===== config.mk =====
export PLATFORM = sky130hd
export DESIGN_NAME = sio_rx_unit
export DESIGN_NICKNAME = d
export VERILOG_FILES = /design/src/rtl/sio_rx_pkg.sv /design/src/rtl/sio_rx_frame.sv /design/src/rtl/sio_rx_fifo.sv /design/src/rtl/sio_rx_idle_timer.sv /design/src/rtl/sio_rx_unit.sv
export SDC_FILE = /design/constraint.sdc
export NUM_CORES = 1
export LEC_CHECK = 0
export BUFFER_PORTS_ARGS = -buffer_cell sky130_fd_sc_hd__buf_4
export CAP_MARGIN = 10
export CELL_PAD_IN_SITES_DETAIL_PLACEMENT = 1
export CELL_PAD_IN_SITES_GLOBAL_PLACEMENT = 1
export CORE_AREA = 5 5 136 138
export CTS_BUF_LIST = sky130_fd_sc_hd__clkbuf_4 sky130_fd_sc_hd__clkbuf_8
export DETAILED_ROUTE_END_ITERATION = 16
export DIE_AREA = 0 0 141 143
export HOLD_SLACK_MARGIN = 0.02
export PLACE_DENSITY_LB_ADDON = 0.1
export SLEW_MARGIN = 5
export SYNTH_ARGS = -nofsm -noshare
export SYNTH_HDL_FRONTEND = slang
export SYNTH_SLANG_ARGS = --single-unit

===== constraint.sdc =====
create_clock -name clk -period 4.9 [get_ports clk]
set_clock_uncertainty 0.2 [all_clocks]
set_input_delay 0 -clock clk [delete_from_list [all_inputs] [get_ports clk]]
set_output_delay 0 -clock clk [all_outputs]
set_load 0.02 [all_outputs]

===== src/rtl/sio_rx_pkg.sv =====
package sio_rx_pkg;
  localparam int unsigned CHAR_W      = 8;
  localparam int unsigned OS_MAX_SH   = 4;
  localparam int unsigned TO_MAX_BITS = 4 * CHAR_W + 12;
  localparam int unsigned TO_W        = $clog2((TO_MAX_BITS << OS_MAX_SH) + 1);

  typedef enum logic [2:0] {
    ST_IDLE,
    ST_START,
    ST_DATA,
    ST_PAR,
    ST_STOP
  } rx_state_e;

  typedef struct packed {
    logic              brk;
    logic              frm;
    logic              par;
    logic [CHAR_W-1:0] data;
  } rx_entry_t;

  // log2 of ticks per bit
  function automatic logic [2:0] os_shift(input logic [1:0] mode);
    case (mode)
      2'd0:    os_shift = 3'd4;
      2'd1:    os_shift = 3'd3;
      default: os_shift = 3'd2;
    endcase
  endfunction
endpackage


===== src/rtl/sio_rx_frame.sv =====
module sio_rx_frame
  import sio_rx_pkg::*;
(
  input  logic      clk,
  input  logic      rst_n,
  input  logic      os_tick,
  input  logic [1:0] os_mode,
  input  logic [1:0] word_sel,
  input  logic      par_en,
  input  logic      par_odd,
  input  logic      rxd,
  output logic      ch_push,
  output rx_entry_t ch_entry
);
  rx_state_e         st_q, st_d;
  logic [3:0]        cnt_q, cnt_d;
  logic [2:0]        idx_q, idx_d;
  logic [CHAR_W-1:0] dat_q, dat_d;
  logic              par_q, par_d;
  logic              line_q, line_d;

  logic [2:0] sh;
  logic [4:0] span;
  logic [3:0] full_last, half_last;
  logic [2:0] idx_last;

  always_comb begin
    sh        = os_shift(os_mode);
    span      = 5'd1 << sh;
    full_last = 4'(span - 5'd1);
    half_last = 4'((span >> 1) - 5'd1);
    idx_last  = 3'd4 + {1'b0, word_sel};
  end

  // entry fields, valid in the stop-sample cycle
  always_comb begin
    ch_entry.data = dat_q;
    ch_entry.frm  = ~rxd;
    ch_entry.par  = par_en & (^dat_q ^ par_q ^ par_odd);
    ch_entry.brk  = (dat_q == '0) & ~(par_en & par_q) & ~rxd;
  end

  always_comb begin
    st_d    = st_q;
    cnt_d   = cnt_q;
    idx_d   = idx_q;
    dat_d   = dat_q;
    par_d   = par_q;
    line_d  = line_q;
    ch_push = 1'b0;
    if (os_tick) begin
      line_d = rxd;
      case (st_q)
        ST_IDLE: begin
          if (line_q && !rxd) begin
            st_d  = ST_START;
            cnt_d = '0;
            idx_d = '0;
            dat_d = '0;
            par_d = 1'b0;
          end
        end
        ST_START: begin
          if (cnt_q == half_last) begin
            cnt_d = '0;
            st_d  = rxd ? ST_IDLE : ST_DATA;
          end else begin
            cnt_d = cnt_q + 4'd1;
          end
        end
        ST_DATA: begin
          if (cnt_q == full_last) begin
            cnt_d        = '0;
            dat_d[idx_q] = rxd;
            if (idx_q == idx_last) st_d = par_en ? ST_PAR : ST_STOP;
            else                   idx_d = idx_q + 3'd1;
          end else begin
            cnt_d = cnt_q + 4'd1;
          end
        end
        ST_PAR: begin
          if (cnt_q == full_last) begin
            cnt_d = '0;
            par_d = rxd;
            st_d  = ST_STOP;
          end else begin
            cnt_d = cnt_q + 4'd1;
          end
        end
        ST_STOP: begin
          if (cnt_q == full_last) begin
            cnt_d   = '0;
            ch_push = 1'b1;
            st_d    = ST_IDLE;
          end else begin
            cnt_d = cnt_q + 4'd1;
          end
        end
        default: st_d = ST_IDLE;
      endcase
    end
  end

  always_ff @(posedge clk or negedge rst_n) begin
    if (!rst_n) begin
      st_q   <= ST_IDLE;
      cnt_q  <= '0;
      idx_q  <= '0;
      dat_q  <= '0;
      par_q  <= 1'b0;
      line_q <= 1'b1;
    end else begin
      st_q   <= st_d;
      cnt_q  <= cnt_d;
      idx_q  <= idx_d;
      dat_q  <= dat_d;
      par_q  <= par_d;
      line_q <= line_d;
    end
  end

  AST_START_NEEDS_LOW: assert property (@(posedge clk) disable iff (!rst_n)
    (st_q == ST_START && $past(st_q) == ST_IDLE) |-> !$past(rxd));
endmodule


===== src/rtl/sio_rx_fifo.sv =====
module sio_rx_fifo
  import sio_rx_pkg::*;
#(
  parameter int unsigned DEPTH = 16
) (
  input  logic                     clk,
  input  logic                     rst_n,
  input  logic                     push,
  input  rx_entry_t                wdata,
  input  logic                     pop,
  output rx_entry_t                head,
  output logic [$clog2(DEPTH):0]   count,
  output logic                     full,
  output logic                     pop_acc
);
  localparam int unsigned AW = $clog2(DEPTH);
  localparam logic [AW:0] FULL_CNT = (AW + 1)'(DEPTH);

  rx_entry_t       mem [DEPTH];
  logic [AW-1:0]   wr_q, wr_d, rd_q, rd_d;
  logic [AW:0]     cnt_q, cnt_d;
  logic            wr_en;

  always_comb begin
    full    = (cnt_q == FULL_CNT);
    wr_en   = push & ~full;
    pop_acc = pop & (cnt_q != '0);
    wr_d    = wr_en   ? wr_q + 1'b1 : wr_q;
    rd_d    = pop_acc ? rd_q + 1'b1 : rd_q;
    case ({wr_en, pop_acc})
      2'b10:   cnt_d = cnt_q + 1'b1;
      2'b01:   cnt_d = cnt_q - 1'b1;
      default: cnt_d = cnt_q;
    endcase
    count = cnt_q;
    head  = mem[rd_q];
  end

  always_ff @(posedge clk) begin
    if (wr_en) mem[wr_q] <= wdata;
  end

  always_ff @(posedge clk or negedge rst_n) begin
    if (!rst_n) begin
      wr_q  <= '0;
      rd_q  <= '0;
      cnt_q <= '0;
    end else begin
      wr_q  <= wr_d;
      rd_q  <= rd_d;
      cnt_q <= cnt_d;
    end
  end

  AST_NO_OVERFLOW: assert property (@(posedge clk) disable iff (!rst_n)
    cnt_q <= FULL_CNT);
  AST_EMPTY_POP: assert property (@(posedge clk) disable iff (!rst_n)
    (pop && cnt_q == '0 && !push) |=> (cnt_q == '0));
endmodule


===== src/rtl/sio_rx_idle_timer.sv =====
module sio_rx_idle_timer
  import sio_rx_pkg::*;
(
  input  logic       clk,
  input  logic       rst_n,
  input  logic       os_tick,
  input  logic [1:0] os_mode,
  input  logic [1:0] word_sel,
  input  logic       has_data,
  input  logic       restart,
  input  logic       clear,
  output logic       timeout
);
  logic [TO_W-1:0] cnt_q, cnt_d, lim;
  logic [5:0]      bits;
  logic            to_q, to_d;

  always_comb begin
    bits = 6'd32 + {2'b00, word_sel, 2'b00};
    lim  = TO_W'(bits) << os_shift(os_mode);
    cnt_d = cnt_q;
    to_d  = to_q;
    if (restart) begin
      cnt_d = '0;
    end else if (os_tick && has_data && !to_q) begin
      if (cnt_q >= lim - 1'b1) to_d  = 1'b1;
      else                     cnt_d = cnt_q + 1'b1;
    end
    if (clear) to_d = 1'b0;
    timeout = to_q;
  end

  always_ff @(posedge clk or negedge rst_n) begin
    if (!rst_n) begin
      cnt_q <= '0;
      to_q  <= 1'b0;
    end else begin
      cnt_q <= cnt_d;
      to_q  <= to_d;
    end
  end

  AST_TIMEOUT_NEEDS_DATA: assert property (@(posedge clk) disable iff (!rst_n)
    $rose(to_q) |-> $past(has_data));
endmodule


===== src/rtl/sio_rx_unit.sv =====
module sio_rx_unit
  import sio_rx_pkg::*;
#(
  parameter int unsigned DEPTH = 16
) (
  input  logic                   clk,
  input  logic                   rst_n,
  input  logic                   os_tick,
  input  logic [1:0]             os_mode,
  input  logic [1:0]             word_sel,
  input  logic                   par_en,
  input  logic                   par_odd,
  input  logic                   rxd,
  input  logic                   pop,
  output logic [CHAR_W-1:0]      rx_data,
  output logic                   rx_err_par,
  output logic                   rx_err_frm,
  output logic                   rx_err_brk,
  output logic                   rx_valid,
  output logic [$clog2(DEPTH):0] rx_count,
  output logic                   rx_overrun,
  output logic                   rx_timeout
);
  localparam int unsigned AW = $clog2(DEPTH);

  logic        ch_push, q_full, q_pop;
  rx_entry_t   ch_entry, q_head;
  logic [AW:0] q_count;
  logic        ovr_q, ovr_d;

  sio_rx_frame u_frame (
    .clk(clk), .rst_n(rst_n), .os_tick(os_tick), .os_mode(os_mode),
    .word_sel(word_sel), .par_en(par_en), .par_odd(par_odd), .rxd(rxd),
    .ch_push(ch_push), .ch_entry(ch_entry)
  );

  sio_rx_fifo #(.DEPTH(DEPTH)) u_fifo (
    .clk(clk), .rst_n(rst_n), .push(ch_push), .wdata(ch_entry), .pop(pop),
    .head(q_head), .count(q_count), .full(q_full), .pop_acc(q_pop)
  );

  sio_rx_idle_timer u_timer (
    .clk(clk), .rst_n(rst_n), .os_tick(os_tick), .os_mode(os_mode),
    .word_sel(word_sel), .has_data(q_count != '0), .restart(ch_push | q_pop),
    .clear(q_pop), .timeout(rx_timeout)
  );

  always_comb begin
    ovr_d = ovr_q;
    if (q_pop)             ovr_d = 1'b0;
    if (ch_push && q_full) ovr_d = 1'b1;
  end

  always_ff @(posedge clk or negedge rst_n) begin
    if (!rst_n) ovr_q <= 1'b0;
    else        ovr_q <= ovr_d;
  end

  always_comb begin
    rx_data    = q_head.data;
    rx_err_par = q_head.par;
    rx_err_frm = q_head.frm;
    rx_err_brk = q_head.brk;
    rx_valid   = (q_count != '0);
    rx_count   = q_count;
    rx_overrun = ovr_q;
  end

  AST_DROP_KEEPS_COUNT: assert property (@(posedge clk) disable iff (!rst_n)
    (ch_push && q_full && !pop) |=> (q_count == (AW + 1)'(DEPTH)));
  AST_BRK_WITH_FRM: assert property (@(posedge clk) disable iff (!rst_n)
    (rx_valid && rx_err_brk) |-> rx_err_frm);
endmodule


==> key figures <==
STA
  – Setup TNS after final layout: 0 ns
  – Final Cycle Share: 0.7225
  – Transition time of the tightest slew-check pin: 1.138 ns
  – Number of failing setup endpoints in the final timing report: 0
  – Final Hold Fails: 0
  – Min Clock Period, post-route: ~3.5 ns
  – Worst path setup slack after routing: 1.360 ns
  – Unrepaired setup endpoints after global routing: false
  – Count of final max-slew check failures: 0
  – FMAX: approximately 280 MHz
  – Relative slew slack: 0.2387

Logic synthesis
  – Yosys reg bits: 221
  – Number of different library cells in the post-synthesis netlist: 58
  – Syn Inst Count: 622
  – EDFF count, synth: 176
  – Synthesis Warnings: 0
  – Top-area cell type share of the netlist area: 0.5374
  – Fraction of the yosys area taken by sequential cells: 0.6520
  – Cell type with the highest aggregate area in the netlist: edfxtp_1
  – Most area-consuming cells after synthesis: edfxtp_1 (54%), mux4_2 (13%), dfrtp_1 (11%), ha_1 (3.2%), o21ai_0 (1.6%)
  – Fraction of registers with async set/reset: 0.2036
  – Post-synthesis area per instance: 15.81 um^2
  – Area of the mapped netlist: between 9000 and 10000 um^2
  – Dominant register cell in the synthesized netlist: edfxtp_1

Hold path
  – Worst hold path type: in2reg
  – Worst hold start: word_sel[1]

Floorplanning
  – Chip Width: ~140 um
  – Vertical die dimension: 143 um
  – Initial core utilization: 0.5766
  – I/O pins: 30
  – DIE AREA: 20160 um^2
  – Core ar.: 17060 um^2
  – Number of placement rows: 48

Critical path
  – Depth of the worst register-to-register path: 12
  – Category of the most critical setup path: reg2reg
  – Maximum fanout along the worst path: 14
  – Crit path from: u_frame.st_q[1]
  – Kind of end point of the critical path: flip-flop
  – Crit start category: flip-flop
  – Required time of the critical path: 5.12 ns
  – Capturing point of the worst reg2reg path: u_fifo.count[4]
  – Slack of the worst reg-to-reg path: 1.36 ns
  – Data arrival time at the worst-slack endpoint: 3.76 ns
  – Reg2reg start: u_frame.st_q[1]
  – Capturing instance or port of the critical path: u_fifo.count[4]

Routing
  – Wirelength per Cell: 24.68 um
  – Routed via count divided by cell count: 6.080
  – Via Count: 5630
  – Drt drc: 0
  – Remaining number of nets flagged by the antenna check after routing: 0
  – DR pass1 iterations: 4
  – Number of DRC markers after the initial detailed-route iteration: 400
  – Total Routed Length: 22.86 mm

Global route
  – GRT Total Usage: 0.2362
  – First-pass GRT wire length: 35.79 mm
  – Number of global-route vias before repair: 6159
  – Pin count of the biggest net entering global routing: 45
  – Total global routing overflow: 0
  – Initial antenna violation count: 0

Clock network
  – Maximum clock insertion buffer count: 3
  – Post-cts resize count: 0
  – Worst-skew pair later-pin latency: 0.51 ns
  – Clock tree from TritonCTS: built
  – H-tree levels: 2
  – Reg clk slew, reported paths: 0.06 ns
  – Sinks on Clock Net: 221
  – Clock Tree Root: clkbuf_8
  – Inserted Clock Buffers: 36

Layout
  – Commonest non-fill, non-tap cells in the layout: edfxtp_1 (176), mux4_2 (55), dfrtp_1 (42), buf_4 (37), clkbuf_8 (36)
  – Number of nets at the end of the flow: 716
  – Growth of design area from synthesis to finish: 12.51%
  – Most common library cell in the layout ignoring fill and taps: edfxtp_1
  – Proportion of layout cells with a drive suffix above 1: 0.2354
  – Filler Cell Count: 1564
  – Ant. Diodes: 0

Power
  – Pwr/cell area: around 350 nW/um^2
  – Maximum ir drop on the vdd rail: 190.6 uV
  – Leak: roughly 3.7 nW

Flow run
  – Max capacitance violation total: 0

Placement
  – Total half-perimeter wirelength after legalization and detailed placement: 15.16 mm
  – Weighted congestion at the end of routability-driven global placement: about 0.83
  – Buffers on Ports: 29
  – Post-placement worst setup slack: 1.473 ns

Outcome
  – Run status: complete, no violations
-- cell type report --
class	count	area, um^2	share of cell area
repair buffers	49	415.4	0.03754
clock buffers	46	570.5	0.05157
multi-input cells	339	3194	0.2887
inverters	32	120.1	0.01086
flip-flops and latches	221	6415	0.5798
well taps	225	281.5	0.02544
clock inverters	14	67.56	0.006107
-- registers in the layout, summed over array words and instances (netlist names), 3 cells and up --
signal	flops
u_fifo.rd_q	4
u_frame.cnt_q	4
u_frame.st_q	3
u_frame.dat_q	8
u_timer.cnt_q	10
u_frame.idx_q	3
u_fifo.wr_q	4
u_fifo.count	5
u_fifo.mem	176
-- what timing repair did --
item	4_1_cts	5_1_grt
hold endpoints to repair	111	0
buffers inserted	0	0
hold buffers	12	0
-- power breakdown --
part | leakage, nW | total, mW | switching, mW | internal, mW
clock network | 0.340 | 1.44 | 0.683 | 0.761
logic | 1.32 | 0.242 | 0.145 | 0.0965
registers | 2.01 | 2.21 | 0.0952 | 2.12
-- per-stage QoR --
stage	cell area (um^2)	power [mW]	hold slack (ns)	cells	utilization
final	11060	3.899	0.06282	926	0.6487
after global routing	11060	4.078	0.1064	926	0.6487
after CTS	11060	3.926	0.06352	926	0.6487
after detailed placement	10290	2.483	-0.1543	854	0.6032
after global placement	10290	2.455	-0.1465	854	0.6032
after floorplan	9838	2.381	-0.4956	623	-
-- cell families (layout without fill, tap and decap cells) --
logic type | count (synthesis) | in the layout | synth area share
simple gates | 139 | 139 | 0.08041
mux | 58 | 58 | 0.1291
buf+inv | 63 | 141 | 0.02608
fa+ha+maj | 26 | 26 | 0.03384
compound gates | 92 | 92 | 0.05853
other cells | 1 | 2 | 0.0003813
flops | 221 | 221 | 0.6520
xor+xnor | 22 | 22 | 0.01959
-- critical path, stage by stage (launching register included) --
cell	delay [ns]
dfrtp_1	0.59
nor2_1	0.16
and4_1	0.28
and3_1	0.29
inv_1	0.26
ha_1	0.31
inv_1	0.11
fa_1	0.41
nor2b_1	0.11
o21ai_0	0.11
and3_1	0.21
nor3_1	0.24
xor2_1	0.18
-- synthesized netlist by cell type (all sizes together) (3+ instances only) --
cell / count
nor3: 8
dfrtp: 44
edfxtp: 176
nand3: 13
nand2: 31
xnor2: 16
a21o: 3
nand2b: 11
nor4: 7
o21ai: 31
or3: 3
a31oi: 6
or4: 10
nor2: 13
a21oi: 20
nor3b: 3
ha: 25
o21a: 3
mux4: 55
nand4: 6
o22ai: 5
nor2b: 5
buf: 12
o311ai: 3
and2: 12
xor2: 6
inv: 32
clkbuf: 19
o31ai: 10
and3: 5
or2: 5
-- per-layer routing --
layer	wire, um	global-route usage	vias up
li1	-	-	2540
met1	9185	0.3002	2918
met2	12140	0.4246	140
met3	1038	0.03315	32
met4	497	0.07292	0
met5	0	0	-
-- worst min-delay path by stage --
| stage | to | slack [ns] | cells past startpoint |
|---|---|---|---|
| 6_report | u_frame.idx_q[2] | 0.06 | 5 |
| 5_1_grt | u_frame.idx_q[2] | 0.11 | 5 |
| 4_1_cts | u_frame.idx_q[2] | 0.06 | 5 |
| 3_5_place_dp | u_timer.cnt_q[1] | -0.15 | 1 |
| 3_3_place_gp | u_timer.cnt_q[3] | -0.15 | 1 |
| 2_1_floorplan | rx_overrun | -0.50 | 0 |
(Power assumes the default switching activity.)
